`src/rtl/i2f_pkg.sv`:
```
package i2f_pkg;
  // Strobes from control to datapath
  typedef struct packed {
    logic loadEn;   // capture converted lanes this edge
    logic wideSrc;  // convert full lane with rounding
  } cvtCtrl_t;

  localparam logic [7:0] CODE_WIDE = 8'h0D;
  localparam int FRAC_W = 23;
  localparam int EXP_W = 8;
  localparam int EXP_BIAS = 127;
endpackage

```
`src/rtl/i2f_ctrl.sv`:
```
module i2f_ctrl
  import i2f_pkg::*;
(
  input  logic       clk,
  input  logic       rstN,
  input  logic       inVal,
  input  logic [7:0] opCode,
  output cvtCtrl_t   ctrl,
  output logic       outVal
);
  always_comb begin
    ctrl.loadEn  = inVal;
    ctrl.wideSrc = (opCode == CODE_WIDE);
  end

  always_ff @(posedge clk or negedge rstN) begin
    if (!rstN) outVal <= 1'b0;
    else       outVal <= inVal;
  end
endmodule

```
`src/rtl/i2f_lane.sv`:
```
module i2f_lane
  import i2f_pkg::*;
#(
  parameter int LANE_W   = 32,
  parameter int NARROW_W = 16
) (
  input  logic [LANE_W-1:0] laneIn,
  input  logic              wideSrc,
  output logic [31:0]       fpOut
);
  localparam int PW = $clog2(LANE_W);
  localparam int GUARD_POS = LANE_W - 2 - FRAC_W;

  logic [LANE_W-1:0] srcVal;
  logic [LANE_W-1:0] mag;
  logic [LANE_W-1:0] norm;
  logic [PW-1:0]     leadPos;
  logic [PW-1:0]     shiftAmt;
  logic              sgn;
  logic [FRAC_W-1:0] frac;
  logic [EXP_W-1:0]  expo;
  logic              guardBit;
  logic              stickyBit;
  logic              rndUp;
  logic [EXP_W+FRAC_W-1:0] body;

  // sign extension / lane select
  always_comb begin
    if (wideSrc) srcVal = laneIn;
    else srcVal = {{(LANE_W-NARROW_W){laneIn[NARROW_W-1]}}, laneIn[NARROW_W-1:0]};
    sgn = srcVal[LANE_W-1];
    mag = sgn ? (~srcVal + 1'b1) : srcVal;
  end

  // leading-one detection
  always_comb begin
    leadPos = '0;
    for (int i = 0; i < LANE_W; i++) begin
      if (mag[i]) leadPos = PW'(i);
    end
  end

  // normalize, round, pack
  always_comb begin
    shiftAmt  = PW'(LANE_W - 1) - leadPos;
    norm      = mag << shiftAmt;
    frac      = norm[LANE_W-2 -: FRAC_W];
    guardBit  = norm[GUARD_POS];
    stickyBit = |norm[GUARD_POS-1:0];
    expo      = EXP_W'(EXP_BIAS) + EXP_W'(leadPos);
    rndUp     = wideSrc & guardBit & (stickyBit | frac[0]);
    body      = {expo, frac} + (EXP_W+FRAC_W)'(rndUp);
    fpOut     = norm[LANE_W-1] ? {sgn, body} : 32'h0;
  end
endmodule

```
`src/rtl/i2f_datapath.sv`:
```
module i2f_datapath
  import i2f_pkg::*;
#(
  parameter int LANES    = 2,
  parameter int LANE_W   = 32,
  parameter int NARROW_W = 16
) (
  input  logic                    clk,
  input  logic                    rstN,
  input  cvtCtrl_t                ctrl,
  input  logic [LANES*LANE_W-1:0] srcWord,
  output logic [LANES*32-1:0]     result
);
  logic [LANES*32-1:0] convNext;

  for (genvar g = 0; g < LANES; g++) begin : gLane
    i2f_lane #(.LANE_W(LANE_W), .NARROW_W(NARROW_W)) uLane (
      .laneIn (srcWord[g*LANE_W +: LANE_W]),
      .wideSrc(ctrl.wideSrc),
      .fpOut  (convNext[g*32 +: 32])
    );
  end

  always_ff @(posedge clk or negedge rstN) begin
    if (!rstN)            result <= '0;
    else if (ctrl.loadEn) result <= convNext;
  end
endmodule

```
`src/rtl/i2f_packed_cvt.sv`:
```
module i2f_packed_cvt
  import i2f_pkg::*;
#(
  parameter int LANES    = 2,
  parameter int LANE_W   = 32,
  parameter int NARROW_W = 16
) (
  input  logic                    clk,
  input  logic                    rstN,
  input  logic                    inVal,
  input  logic [7:0]              opCode,
  input  logic [LANES*LANE_W-1:0] srcWord,
  output logic [LANES*32-1:0]     result,
  output logic                    outVal
);
  cvtCtrl_t ctrl;

  i2f_ctrl uCtrl (
    .clk(clk), .rstN(rstN), .inVal(inVal), .opCode(opCode),
    .ctrl(ctrl), .outVal(outVal)
  );

  i2f_datapath #(.LANES(LANES), .LANE_W(LANE_W), .NARROW_W(NARROW_W)) uDp (
    .clk(clk), .rstN(rstN), .ctrl(ctrl), .srcWord(srcWord), .result(result)
  );
endmodule

```
`config.mk`:
```
export PLATFORM = sky130hd
export DESIGN_NAME = i2f_packed_cvt
export DESIGN_NICKNAME = d
export VERILOG_FILES = /design/src/rtl/i2f_pkg.sv /design/src/rtl/i2f_ctrl.sv /design/src/rtl/i2f_lane.sv /design/src/rtl/i2f_datapath.sv /design/src/rtl/i2f_packed_cvt.sv
export SDC_FILE = /design/constraint.sdc
export NUM_CORES = 1
export LEC_CHECK = 0
export BUFFER_PORTS_ARGS = -buffer_cell sky130_fd_sc_hd__buf_2
export CORE_MARGIN = 10
export CORE_UTILIZATION = 25
export CTS_CLUSTER_SIZE = 24
export DETAILED_ROUTE_END_ITERATION = 7
export HOLD_SLACK_MARGIN = 0.03
export MAX_ROUTING_LAYER = met4
export SYNTH_ARGS = -nofsm -noshare
export SYNTH_HDL_FRONTEND = slang
export SYNTH_SLANG_ARGS = --single-unit
```
`constraint.sdc`:
```
create_clock -name clk -period 1.25 [get_ports clk]
set_input_delay 0.0625 -clock clk [delete_from_list [all_inputs] [get_ports clk]]
set_output_delay 0.0625 -clock clk [all_outputs]
set_load 0.01 [all_outputs]
```
# Word level (Yosys, flattened, before mapping)
# Index checks and enable logic that the tools add are counted.
# W data, S select, Z words.
# word_totals
reg_bits	65
# classes
bitwise	8
n_shift	2
add_sub_neg	8
n_reduce_logical	2
n_eq_ne	1
mux	68
# op_table
cell	n
$mux W5	60
$mux W32	6
$add A32 B1 Y32 const B	2
$not A32 Y32	2
$shl A32 B5 Y32	2
$add A31 B1 Y31	2
$add A7 B5 Y8 const A	2
$reduce_or A7 Y1	2
$sub A5 B5 Y5 const A	2
$eq A8 B4 Y1 const B	1
$and A1 B1 Y1	4
$mux W1	2
$or A1 B1 Y1	2

# Logic depth before layout (Yosys ltp)
# Gate-level depths: netlist of run 1.
# depth
ltp_word	43
ltp_mapped	26

# Hierarchy
# Synthesis of run 1 repeated with hierarchy kept, for this count alone.
# hier_totals
cells_unflattened	1750
area_unflattened_um2	13631.8
# by_module_without_submodules
module	n_inst	cells_per_inst	area_each_um2	seq_area_each_um2
i2f_lane	2	805	5450.2	0.0
i2f_datapath	1	135	2678.8	1601.5
i2f_ctrl	1	5	52.6	25.0

# Worst setup path after synthesis of run 1
# No wires, ideal clock.
# synth_path
path_kind	input-to-reg
from	input port srcWord[0]
to	register uDp.result[23]
cell_stages	20
setup_slack_ns	-3.961
arrival_ns	5.085
path_buffers	4
setup_ns	0.126
cell_sequence	clkbuf_1 -> clkinv_1 -> ha_1 -> nor3b_1 -> and4_1 -> a21oi_1 -> mux2_2 -> or4_4 -> buf_6 -> or3_4 -> buf_6 -> nand3_2 -> o211ai_2 -> a32o_1 -> o211a_1 -> or4b_1 -> buf_6 -> nor4_4 -> a211oi_1 -> a221o_1
# synth_between
elab_chain_cells	42
elab_cells_between_ends	44
classes_between	add/sub (4); shift (1); mux (34); bitwise (4); reduce/logical (1)
# synth_rtl
element	line_no	text
start: declaration	i2f_packed_cvt.sv:12	input logic [LANES*LANE_W-1:0] srcWord,
$mux W32 (*)	i2f_lane.sv:29	if (wideSrc) srcVal = laneIn;
$not A32 Y32	i2f_lane.sv:32	mag = sgn ? (~srcVal + 1'b1) : srcVal;
$add A32 B1 Y32	i2f_lane.sv:32	
$mux W32 (*)	i2f_lane.sv:32	
$mux W1	i2f_lane.sv:39	if (mag[i]) leadPos = PW'(i);
$mux W5 (30 in series)	i2f_lane.sv:39	
$sub A5 B5 Y5	i2f_lane.sv:45	shiftAmt = PW'(LANE_W - 1) - leadPos;
$shl A32 B5 Y32	i2f_lane.sv:46	norm = mag << shiftAmt;
$reduce_or A7 Y1	i2f_lane.sv:49	stickyBit = |norm[GUARD_POS-1:0];
$or A1 B1 Y1	i2f_lane.sv:51	rndUp = wideSrc & guardBit & (stickyBit | frac[0]);
$and A1 B1 Y1	i2f_lane.sv:51	
$add A31 B1 Y31	i2f_lane.sv:52	body = {expo, frac} + (EXP_W+FRAC_W)'(rndUp);
$mux W32 (*)	i2f_lane.sv:53	fpOut = norm[LANE_W-1] ? {sgn, body} : 32'h0;
end signal: assignment	i2f_datapath.sv:26	else if (ctrl.loadEn) result <= convNext;
end: declaration	i2f_datapath.sv:12	output logic [LANES*32-1:0] result
# Mark *: on every way between the ends. The rest lies on a longest branch, timed or not.
# A chain may end at the register's enable or synchronous reset.

# Worst setup path after layout of run 1
# layout_path
from	input port srcWord[32]
to	register uDp.result[52]
# layout_between
elab_chain_cells	42
elab_cells_between_ends	43
classes_between	add/sub (3); shift (1); mux (34); bitwise (4); reduce/logical (1)
# layout_rtl
element	line_no
$mux W32 (*)	i2f_lane.sv:29
$not A32 Y32	i2f_lane.sv:32
$add A32 B1 Y32	i2f_lane.sv:32
$mux W32 (*)	i2f_lane.sv:32
$mux W1	i2f_lane.sv:39
$mux W5 (30 in series)	i2f_lane.sv:39
$sub A5 B5 Y5	i2f_lane.sv:45
$shl A32 B5 Y32 (*)	i2f_lane.sv:46
$reduce_or A7 Y1	i2f_lane.sv:49
$or A1 B1 Y1	i2f_lane.sv:51
$and A1 B1 Y1	i2f_lane.sv:51
$add A31 B1 Y31	i2f_lane.sv:52
$mux W32 (*)	i2f_lane.sv:53
# Marks and branches as above.

==> results of run 1 <==
==> critical path: cells and delay by family <==
family,cells,cell delay (ns)
and+or+nand+nor,8,2.31
AOI/OAI and AO/OA,8,1.55
buffers and inverters,8,1.04
adders and majority gates,1,0.14
==> power by group through the flow <==
stage	clock network [uW]	registers [uW]	logic [uW]
floorplan	0	2880	4950
global placement	0	2750	9900
detailed placement	0	2740	9940
CTS	2670	2720	11500
global route	2760	2770	13400
finish	2630	2720	12700
==> cell usage in the layout (no fill, tap or decap), drive strengths merged, types with 13 or more instances in the layout <==
cell,netlist,routed
a21oi,139,139
dfrtp,65,65
a211o,21,21
xor2,31,31
o211ai,45,45
nor3,82,82
a2111oi,13,13
inv,33,31
o31ai,14,14
and2,19,19
o221ai,14,14
or3,30,31
and3,27,27
xnor2,40,40
or4,19,20
or2,28,28
nor4,48,48
mux2i,95,95
a21o,14,14
clkbuf,79,16
nand2b,17,17
a31oi,18,18
nand3,95,95
nand2,149,149
a22o,20,20
a22oi,15,15
nor2,158,158
o22ai,15,15
o21ai,86,86
buf,72,1143
nand4,32,32
o2111ai,19,19
a211oi,47,47
o311ai,14,14
a311oi,13,13
mux2,35,35
==> sequential cells by signal, summed over array words and instances, names as in the netlist <==
name and flops:
uCtrl.outVal 1, uDp.result 64
==> per-layer routing <==
layer | vias to the layer above | global-route usage, % | wire [um]
met1 | 9981 | 26.1 | 29500
li1 | 9312 | - | -
met4 | 0 | 8.40 | 3110
met2 | 871 | 41.5 | 39100
met3 | 205 | 1.90 | 3870
met5 | - | - | 0
==> worst min-delay path by stage <==
| stage | start | endpoint | slack, ns | depth (start not counted) |
|---|---|---|---|---|
| finish | rstN | uDp.result[46] | 0.15 | 2 |
| global route | rstN | uDp.result[46] | 0.17 | 2 |
| CTS | rstN | uDp.result[46] | 0.15 | 2 |
| detailed placement | rstN | uDp.result[43] | -0.05 | 1 |
| global placement | rstN | uDp.result[43] | -0.04 | 1 |
| floorplan | rstN | uCtrl.outVal | -0.23 | 0 |
==> cells by family after synthesis <==
| group | Yosys count |
|---|---|
| mux | 130 |
| compound gates | 644 |
| simple gates | 751 |
| buf+inv | 186 |
| fa+ha+maj | 6 |
| xor+xnor | 71 |
| flops | 65 |
==> layout make-up <==
class,instances,area (sq um),area share (%)
sequential,65,1630,6.27
timing repair buffer,1147,9170,35.3
multi-input combinational,1604,13800,53.2
clock buffer,14,274,1.06
tap,688,861,3.32
inverter,35,164,0.632
clock inverter,2,35.0,0.135
timing repair inverter,2,13.8,0.0531
antenna,1,2.50,0.00965
==> metrics by stage <==
step,setup TNS (ns),worst slack [ns],std cells,util [%],hold WS [ns]
3_5_place_dp,-241.33,-4.16,3363,40.6,-0.0459
4_1_cts,-203.13,-3.51,3492,46.2,0.152
3_3_place_gp,-240.94,-4.24,3363,40.6,-0.0403
2_1_floorplan,-205.75,-3.73,1853,-,-0.233
6_report,-211.66,-3.67,3558,49.2,0.154
5_1_grt,-218.71,-3.80,3557,49.1,0.168
==> what timing repair did <==
item                                    4_1_cts  5_1_grt
endpoints found under the hold margin        66        0
gates resized for setup                     369      218
setup buffers                               113       75
pin swaps                                   137      152
endpoints found under the setup margin       64       64
cloned                                        6        3
hold buffers                                  2        0
==> out/metrics.yaml, run 1 <==
worst_setup_path:
  slowest_stage: "or4b_4"
  regToRegSetupSlack_ns: 0.26
  crit_top_cell: "buf_6"
  crit_start: "srcWord[32]"
  rr_startpoint: "uDp.result[59]"
  crit_end: "uDp.result[52]"
  cp.arrival_ns: 5.13
  r2r-end: "uDp.result[59]"
  crit_required_ns: 1.46
  critPathKind: "in2reg"
  worstRegToRegCells: 3
  max_stage_delay_ns: 0.53
  start_kind: "input port"
  cp_max_fo: 6
  critPathCaptureType: "register"
synthesis:
  synth_area_leader_cell: "dfrtp_1"
  async_reset_ff_share_pct: 100
  synth.distinct_cells: 114
  synthCells: 1853
  synth_edf_count: 0
  synth-simple-area-share_pct: 30.5
  synthFlopType: "dfrtp_1"
  synth_top_family_by_area: "compound AO/OA/AOI/OAI gates"
  syn_nets: 1934
  synth_compound_area_share_pct: 35.5
  synth_adder_area_share_pct: 0.562
  synth_most_common_cell: "nor2_1"
  synthTopCellsByCount: "151 x nor2_1, 147 x nand2_1, 135 x a21oi_1"
  synth_area_sq_um: 13400
  yosysWarningCount: 0
  synth.top_cell.area_share_pct: 12.2
  synthMuxAreaShare_pct: 10.1
  synth.avg_cell_area_sq_um: 7.21
  synthTopCellsByArea: "dfrtp_1 12%, mux2i_1 7.0%, a21oi_1 5.1%"
  synth_xor_area_share_pct: 4.65
  ys_ff_latch: 65
  ys_seq_area_share_pct: 12.2
timing:
  fin_skew_ns: 0
  min_period_ns: 4.92
  worst_pin_slew_ns: 0.714
  clock.fmax_mhz: 203
  slew_violations: 0
  rsz0062_at_grt: "true"
  final_hold_viol_count: 0
  setup_violations: 64
  layout_setup_ws_ns: -3.67
  max_slew_margin_pct: 51.9
  period_share_pct: 394
place:
  routabilityCongestion: 1.01
  placed_area_sq_um: 21400
  hpwl_mm: 58.0
  portBuffers: 139
cells_and_area:
  fillCellCount: 4864
  synthToLayoutAreaGrowth_pct: 94.1
  finish.instance_area_sq_um: 25900
  drive_gt1_share_pct: 58.3
  nets: 2945
floorplan:
  fp-row-count: 84
  die_x_um: 251
  die_height_um: 251
  core_area_sq_um: 52800
  die-area_sq_um: 63100
  io_pins: 140
  initial_utilization_pct: 25.3
drt:
  ant_nets: 0
  wire_per_inst_um: 21.2
  wirelength_mm: 75.6
  dr.first_iter.drc_count: 1913
  via_per_inst: 5.72
  via_count: 20369
  drc: 0
  firstDrtPassIters: 7
status:
  outcome: "complete, but fails checks"
  violations: "setup timing"
job:
  cap_violations: 0
clock_network:
  cts_tree: "built"
  clk_latency_ns: 0.33
  htree_levels: 3
  cts_sinks: 65
  max-clock-path-buffers: 2
  cts_root_buf: "clkbuf_16"
  clkSlewWorstSetupHoldPaths_ns: 0.05
  cts_made_buffers: 9
pwr:
  p_per_area_nw_per_um2: 696
  p_leak_uw: 0.0113
  combPwrFrac_pct: 70.3
  switching_share_pct: 42.3
  netSwitchingPower_uw: 7630
  power.share.clock_pct: 14.6
  power.total_uw: 18100
  p_seq_share_pct: 15.1
  ir_drop_uv: 615
  internal_power_uw: 10400
global_routing:
  grt_max_degree: 32
  antenna_found_initial: 0
  first_global_vias: 20269
  grt_pass1_wl_mm: 115
  grtUsageTotal_pct: 23.0
  overflow: 0
worst_hold_path:
  hold_class: "in2async"
(Power assumes the default switching activity.)
==> run 2, diff against run 1 <==
Settings changed: CTS_BUF_LIST set to sky130_fd_sc_hd__clkbuf_8 sky130_fd_sc_hd__clkbuf_16, SLEW_MARGIN set to 25.
==> out/metrics.yaml, run 2 (synthesis results as in run 1) <==
timing:
  setup_tns_ns: -211.66  # unchanged
  final_hold_viol_count: 0  # unchanged
  layout_setup_ws_ns: -3.67  # -0.000720 ns
  whs_ns: 0.154  # +0.000306 ns
  worst_pin_slew_ns: 0.714  # -0.000000119 ns
  setup_violations: 64  # unchanged
  max_slew_margin_pct: 51.9  # unchanged
  period_share_pct: 394  # about the same
  clock.fmax_mhz: 203  # about the same
  min_period_ns: 4.92  # +0.000720 ns
  fin_skew_ns: 0  # unchanged
  rsz0062_at_grt: "true"
  slew_violations: 0  # unchanged
worst_setup_path:
  cp.arrival_ns: 5.13  # about the same
  max_stage_delay_ns: 0.53  # about the same
  start_kind: "input port"
  crit_top_cell: "buf_6"
  critPathCaptureType: "register"
  slowest_stage: "or4b_4"
  crit_required_ns: 1.46  # about the same
  critPathKind: "in2reg"
  cp_max_fo: 6  # unchanged
place:
  portBuffers: 139  # unchanged
  routabilityCongestion: 1.01  # unchanged
  pre_cts_ws_ns: -4.16  # unchanged
  placed_area_sq_um: 21400  # unchanged
  hpwl_mm: 58.0  # unchanged
global_routing:
  grt_max_degree: 32  # unchanged
  grtUsageTotal_pct: 23.0  # unchanged
  grt_pass1_wl_mm: 115  # unchanged
  first_global_vias: 20269  # unchanged
  antenna_found_initial: 0  # unchanged
  overflow: 0  # unchanged
cells_and_area:
  mostFrequentLayoutCells: "865 x buf_4, 136 x nand2_1, 132 x buf_2, 129 x nor2_1, 104 x buf_6"
  nets: 2945  # unchanged
  layout_commonest_cell: "buf_4"
  drive_gt1_share_pct: 58.3  # unchanged
  reg_top3: "uDp.result: 64 flops, uCtrl.outVal: 1 flops"
  finish.instance_area_sq_um: 25900  # unchanged
  largest_register: "uDp.result"
  synthToLayoutAreaGrowth_pct: 94.1  # unchanged
  largest_register_ffs: 64  # unchanged
pwr:
  ir_drop_uv: 614  # -0.21%
  power.total_uw: 18000  # about the same
  p_leak_uw: 0.0113  # about the same
  p_per_area_nw_per_um2: 695  # about the same
clock_network:
  cts_made_buffers: 9  # unchanged
  max-clock-path-buffers: 2  # unchanged
  cts_sinks: 65  # unchanged
  clkSlewWorstSetupHoldPaths_ns: 0.05  # about the same
  htree_levels: 3  # unchanged
  cts_root_buf: "clkbuf_16"
  cts_tree: "built"
  clk_latency_ns: 0.33  # about the same
drt:
  wire_per_inst_um: 21.2  # about the same
  dr.first_iter.drc_count: 1913  # unchanged
  via_per_inst: 5.72  # about the same
  drc: 0  # unchanged
  via_count: 20365  # -0.020%
  ant_nets: 0  # unchanged
  wirelength_mm: 75.6  # about the same
  firstDrtPassIters: 7  # unchanged
floorplan:
  initial_utilization_pct: 25.3  # unchanged
  die_height_um: 251  # unchanged
  fp-row-count: 84  # unchanged
  io_pins: 140  # unchanged
  die_x_um: 251  # unchanged
  core_area_sq_um: 52800  # unchanged
  die-area_sq_um: 63100  # unchanged
status:
  violations: "setup timing"
  outcome: "complete, but fails checks"
worst_hold_path:
  hold_class: "in2async"
job:
  cap_violations: 0  # unchanged
-- run 2: power by group --
part           total [uW]  switching, uW  internal (uW)
combinational       12700           6460           6240
sequential           2720            247           2480
clock                2620            928           1690
-- run 2: timing repair --
item,in CTS,in global routing
endpoints found under the setup margin,64,64
hold buffers,2,0
gates cloned,6,3
hold endpoints to repair,66,0
resized for setup,369,218
setup buffers,113,75
pin swaps,137,152
-- run 2: metrics by stage --
step           instances  utilization [%]
2_1_floorplan       1853                -
6_report            3558             49.2
4_1_cts             3492             46.2
3_5_place_dp        3363             40.6
5_1_grt             3557             49.1
3_3_place_gp        3363             40.6
-- run 2: per-layer routing --
layer | part of all wire, % | global-route usage, %
met5 | 0 | -
met2 | 52 | 41.5
met1 | 39 | 26.1
met3 | 5.1 | 1.90
met4 | 4.1 | 8.40
-- run 2: layout make-up --
| cell class | count | area, sq um |
|---|---|---|
| Timing Repair inverter | 2 | 13.8 |
| Clock inverter | 4 | 42.5 |
| Inverter | 35 | 164 |
| Multi-Input combinational cell | 1604 | 13800 |
| Fill cell | 4864 | 26800 |
| Tap cell | 688 | 861 |
| Clock buffer | 12 | 267 |
| Antenna cell | 1 | 2.50 |
| Timing Repair Buffer | 1147 | 9170 |
| Sequential cell | 65 | 1630 |
-- run 2: critical path, delay by kind of cell --
family | cells | cell delay [ns]
AND/OR/NAND/NOR | 8 | 2.31
AO/OA/AOI/OAI | 8 | 1.55
buffers and inverters | 8 | 1.04
adder cells (fa/ha/maj) | 1 | 0.14
-- run 2: path summary, 6_finish.rpt --
kind	start	endpoint	slack [ns]	cells after the start
setup reg to reg	uDp.result[59]	uDp.result[59]	0.26	3
min in group clk	inVal	uDp.result[11]	0.24	3
hold / removal	rstN	uDp.result[46]	0.15	2
hold reg to reg	uDp.result[42]	uDp.result[42]	0.49	1
setup / recovery	srcWord[32]	uDp.result[52]	-3.67	25
max in group asynchronous	rstN	uDp.result[14]	0.63	3
==> run 3, diff against run 2 <==
Settings changed: CORE_UTILIZATION 25 to 50, PLACE_DENSITY set to 0.69.
Clock period 1.25 ns to 4.7 ns, I/O delays scaled along.
==> out/metrics.yaml, run 3 (synthesis results as in run 1) <==
timing:
  layout_setup_ws_ns: -0.331  # +3.34 ns
  final_hold_viol_count: 0  # unchanged
  rsz0062_at_grt: "true"
  setup_tns_ns: -7.40  # +204.26 ns
  max_slew_margin_pct: 44.0  # -7.8 points
  period_share_pct: 107
  slew_violations: 0  # unchanged
  min_period_ns: 5.03
  setup_violations: 44  # -31%
  clock.fmax_mhz: 199
  fin_skew_ns: 0  # unchanged
  worst_pin_slew_ns: 0.839  # +0.125 ns
drt:
  wl_met3_mm: 6.04  # +58%
  wl_met1_mm: 24.2  # -18%
  ant_nets: 0  # unchanged
  via_per_inst: 6.75  # +18%
  wirelength_mm: 66.0  # -13%
  firstDrtPassIters: 6  # -1
  met2_length_mm: 31.5  # -19%
  via_count: 20053  # -1.5%
  top_layer: "met4"
  dr.first_iter.drc_count: 2475  # +29%
  drc: 0  # unchanged
  wire_per_inst_um: 22.2  # +4.6%
cells_and_area:
  layout_commonest_cell: "buf_4"
  drive_gt1_share_pct: 47.4  # -11 points
  fillCellCount: 1735  # -64%
  reg_top3: "uDp.result: 64 flops, uCtrl.outVal: 1 flops"
  nets: 2711  # -7.9%
  largest_register: "uDp.result"
  largest_register_ffs: 64  # unchanged
  diodes: 0  # -1
  synthToLayoutAreaGrowth_pct: 60.3
  mostFrequentLayoutCells: "746 x buf_4, 145 x nand2_1, 143 x nor2_1, 140 x buf_2, 119 x a21oi_1"
  fin_util_pct: 81.8  # +33 points
floorplan:
  core_area_sq_um: 26200  # -50%
  io_pins: 140  # unchanged
  fp-row-count: 59  # -30%
  die_height_um: 183  # -27%
  die-area_sq_um: 33700  # -47%
  die_x_um: 183  # -27%
  initial_utilization_pct: 51.0  # +26 points
place:
  pre_cts_ws_ns: -0.903  # +3.26 ns
  routabilityCongestion: 1.09  # +7.9%
  portBuffers: 139  # unchanged
  hpwl_mm: 50.5  # -13%
pwr:
  netSwitchingPower_uw: 1780  # -77%
  p_seq_share_pct: 17.4  # +2.3 points
  combPwrFrac_pct: 64.9  # -5.5 points
  p_leak_uw: 0.00951  # -16%
  p_per_area_nw_per_um2: 194  # -72%
  ir_drop_uv: 267  # -57%
  power.share.clock_pct: 17.6  # +3.1 points
  switching_share_pct: 42.7  # +0.42 points
  internal_power_uw: 2380  # -77%
  power.total_uw: 4160  # -77%
status:
  outcome: "complete, but fails checks"
  violations: "setup timing"
global_routing:
  antenna_found_initial: 0  # unchanged
  overflow: 0  # unchanged
  first_global_vias: 19541  # -3.6%
  grtUsageTotal_pct: 37.7  # +15 points
  grt_max_degree: 66  # +110%
  grt_pass1_wl_mm: 102  # -11%
clock_network:
  max-clock-path-buffers: 2  # unchanged
  cts_tree: "built"
  htree_levels: 3  # unchanged
  clk_latency_ns: 0.34  # about the same
  clkSlewWorstSetupHoldPaths_ns: 0.06  # about the same
  cts_sinks: 65  # unchanged
  cts_root_buf: "clkbuf_16"
  cts_made_buffers: 9  # unchanged
worst_setup_path:
  crit_required_ns: 4.90  # +3.44 ns
  critPathCaptureType: "register"
  crit_start: "opCode[5]"
  critPathKind: "in2reg"
  cp_max_fo: 14  # +8
  rr_startpoint: "uDp.result[59]"
  regToRegSetupSlack_ns: 3.73  # +3.47 ns
  worstPathCellList: "buf_2, or4_4, buf_12, nor4_4, buf_4, o211ai_4, buf_4, mux2i_1, or2_2, or3_4, a311oi_1, nand3_1, mux2_2, o22ai_1, buf_4, a22o_1, o31a_1, nand3_4, nor4_4, buf_6, buf_4, a211o_1, nand3_1"
  max_stage_delay_ns: 0.54  # about the same
  crit_top_cell: "buf_4"
  start_kind: "input port"
  cp.arrival_ns: 5.23  # +0.10 ns
  slowest_stage: "or4_4"
job:
  cap_violations: 0  # unchanged
worst_hold_path:
  hold_class: "in2async"
==> run 3: worst paths after layout <==
path	end	cells after the start
min in group clk	uDp.result[44]	4
min	uDp.result[39]	2
max reg2reg	uDp.result[59]	3
max	uDp.result[22]	23
max in group asynchronous	uDp.result[5]	2
min reg2reg	uDp.result[19]	1
==> run 3: per-stage QoR <==
step	area (sq um)	instances	hold WS, ns
4_1_cts	20700	2952	0.136
5_1_grt	21400	2970	0.144
3_3_place_gp	19900	2925	0.434
2_1_floorplan	13900	1853	-0.0606
6_report	21400	2970	0.0985
3_5_place_dp	19900	2925	0.468
==> run 3: critical path, delay by kind of cell <==
family          cells  cell delay, ns
compound gates      6            1.15
mux                 2            0.47
simple gates        8            2.28
buf+inv             7            1.09
==> run 3: power groups by stage <==
stage | combinational [uW] | clock, uW | sequential (uW)
3_3_place_gp | 2380 | 0 | 720
3_5_place_dp | 2420 | 0 | 725
6_report | 2700 | 735 | 724
5_1_grt | 2840 | 754 | 733
4_1_cts | 2500 | 729 | 720
2_1_floorplan | 1210 | 0 | 766
==> run 3: cell type report <==
type | count | area [sq um] | share of cell area (%)
Multi-Input combinational cell | 1603 | 12100 | 56.7
Timing Repair Buffer | 916 | 6770 | 31.6
Sequential cell | 65 | 1630 | 7.59
Tap cell | 335 | 419 | 1.96
Clock buffer | 10 | 239 | 1.12
Inverter | 35 | 144 | 0.672
Clock inverter | 6 | 82.6 | 0.385
==> run 3: what timing repair did <==
action,in CTS,in global routing
endpoints found under the setup margin,54,52
resized for setup,81,128
setup buffers,10,17
pin swaps,14,34
gates cloned,1,1
hold buffers,0,0
==> run 3: layer usage <==
layer / vias to the layer above / global-route usage [%]
li1: 8834 / -
met1: 9378 / 42.7
met2: 1440 / 62.9
met3: 401 / 5.61
met4: 0 / 20.9
met5: - / -
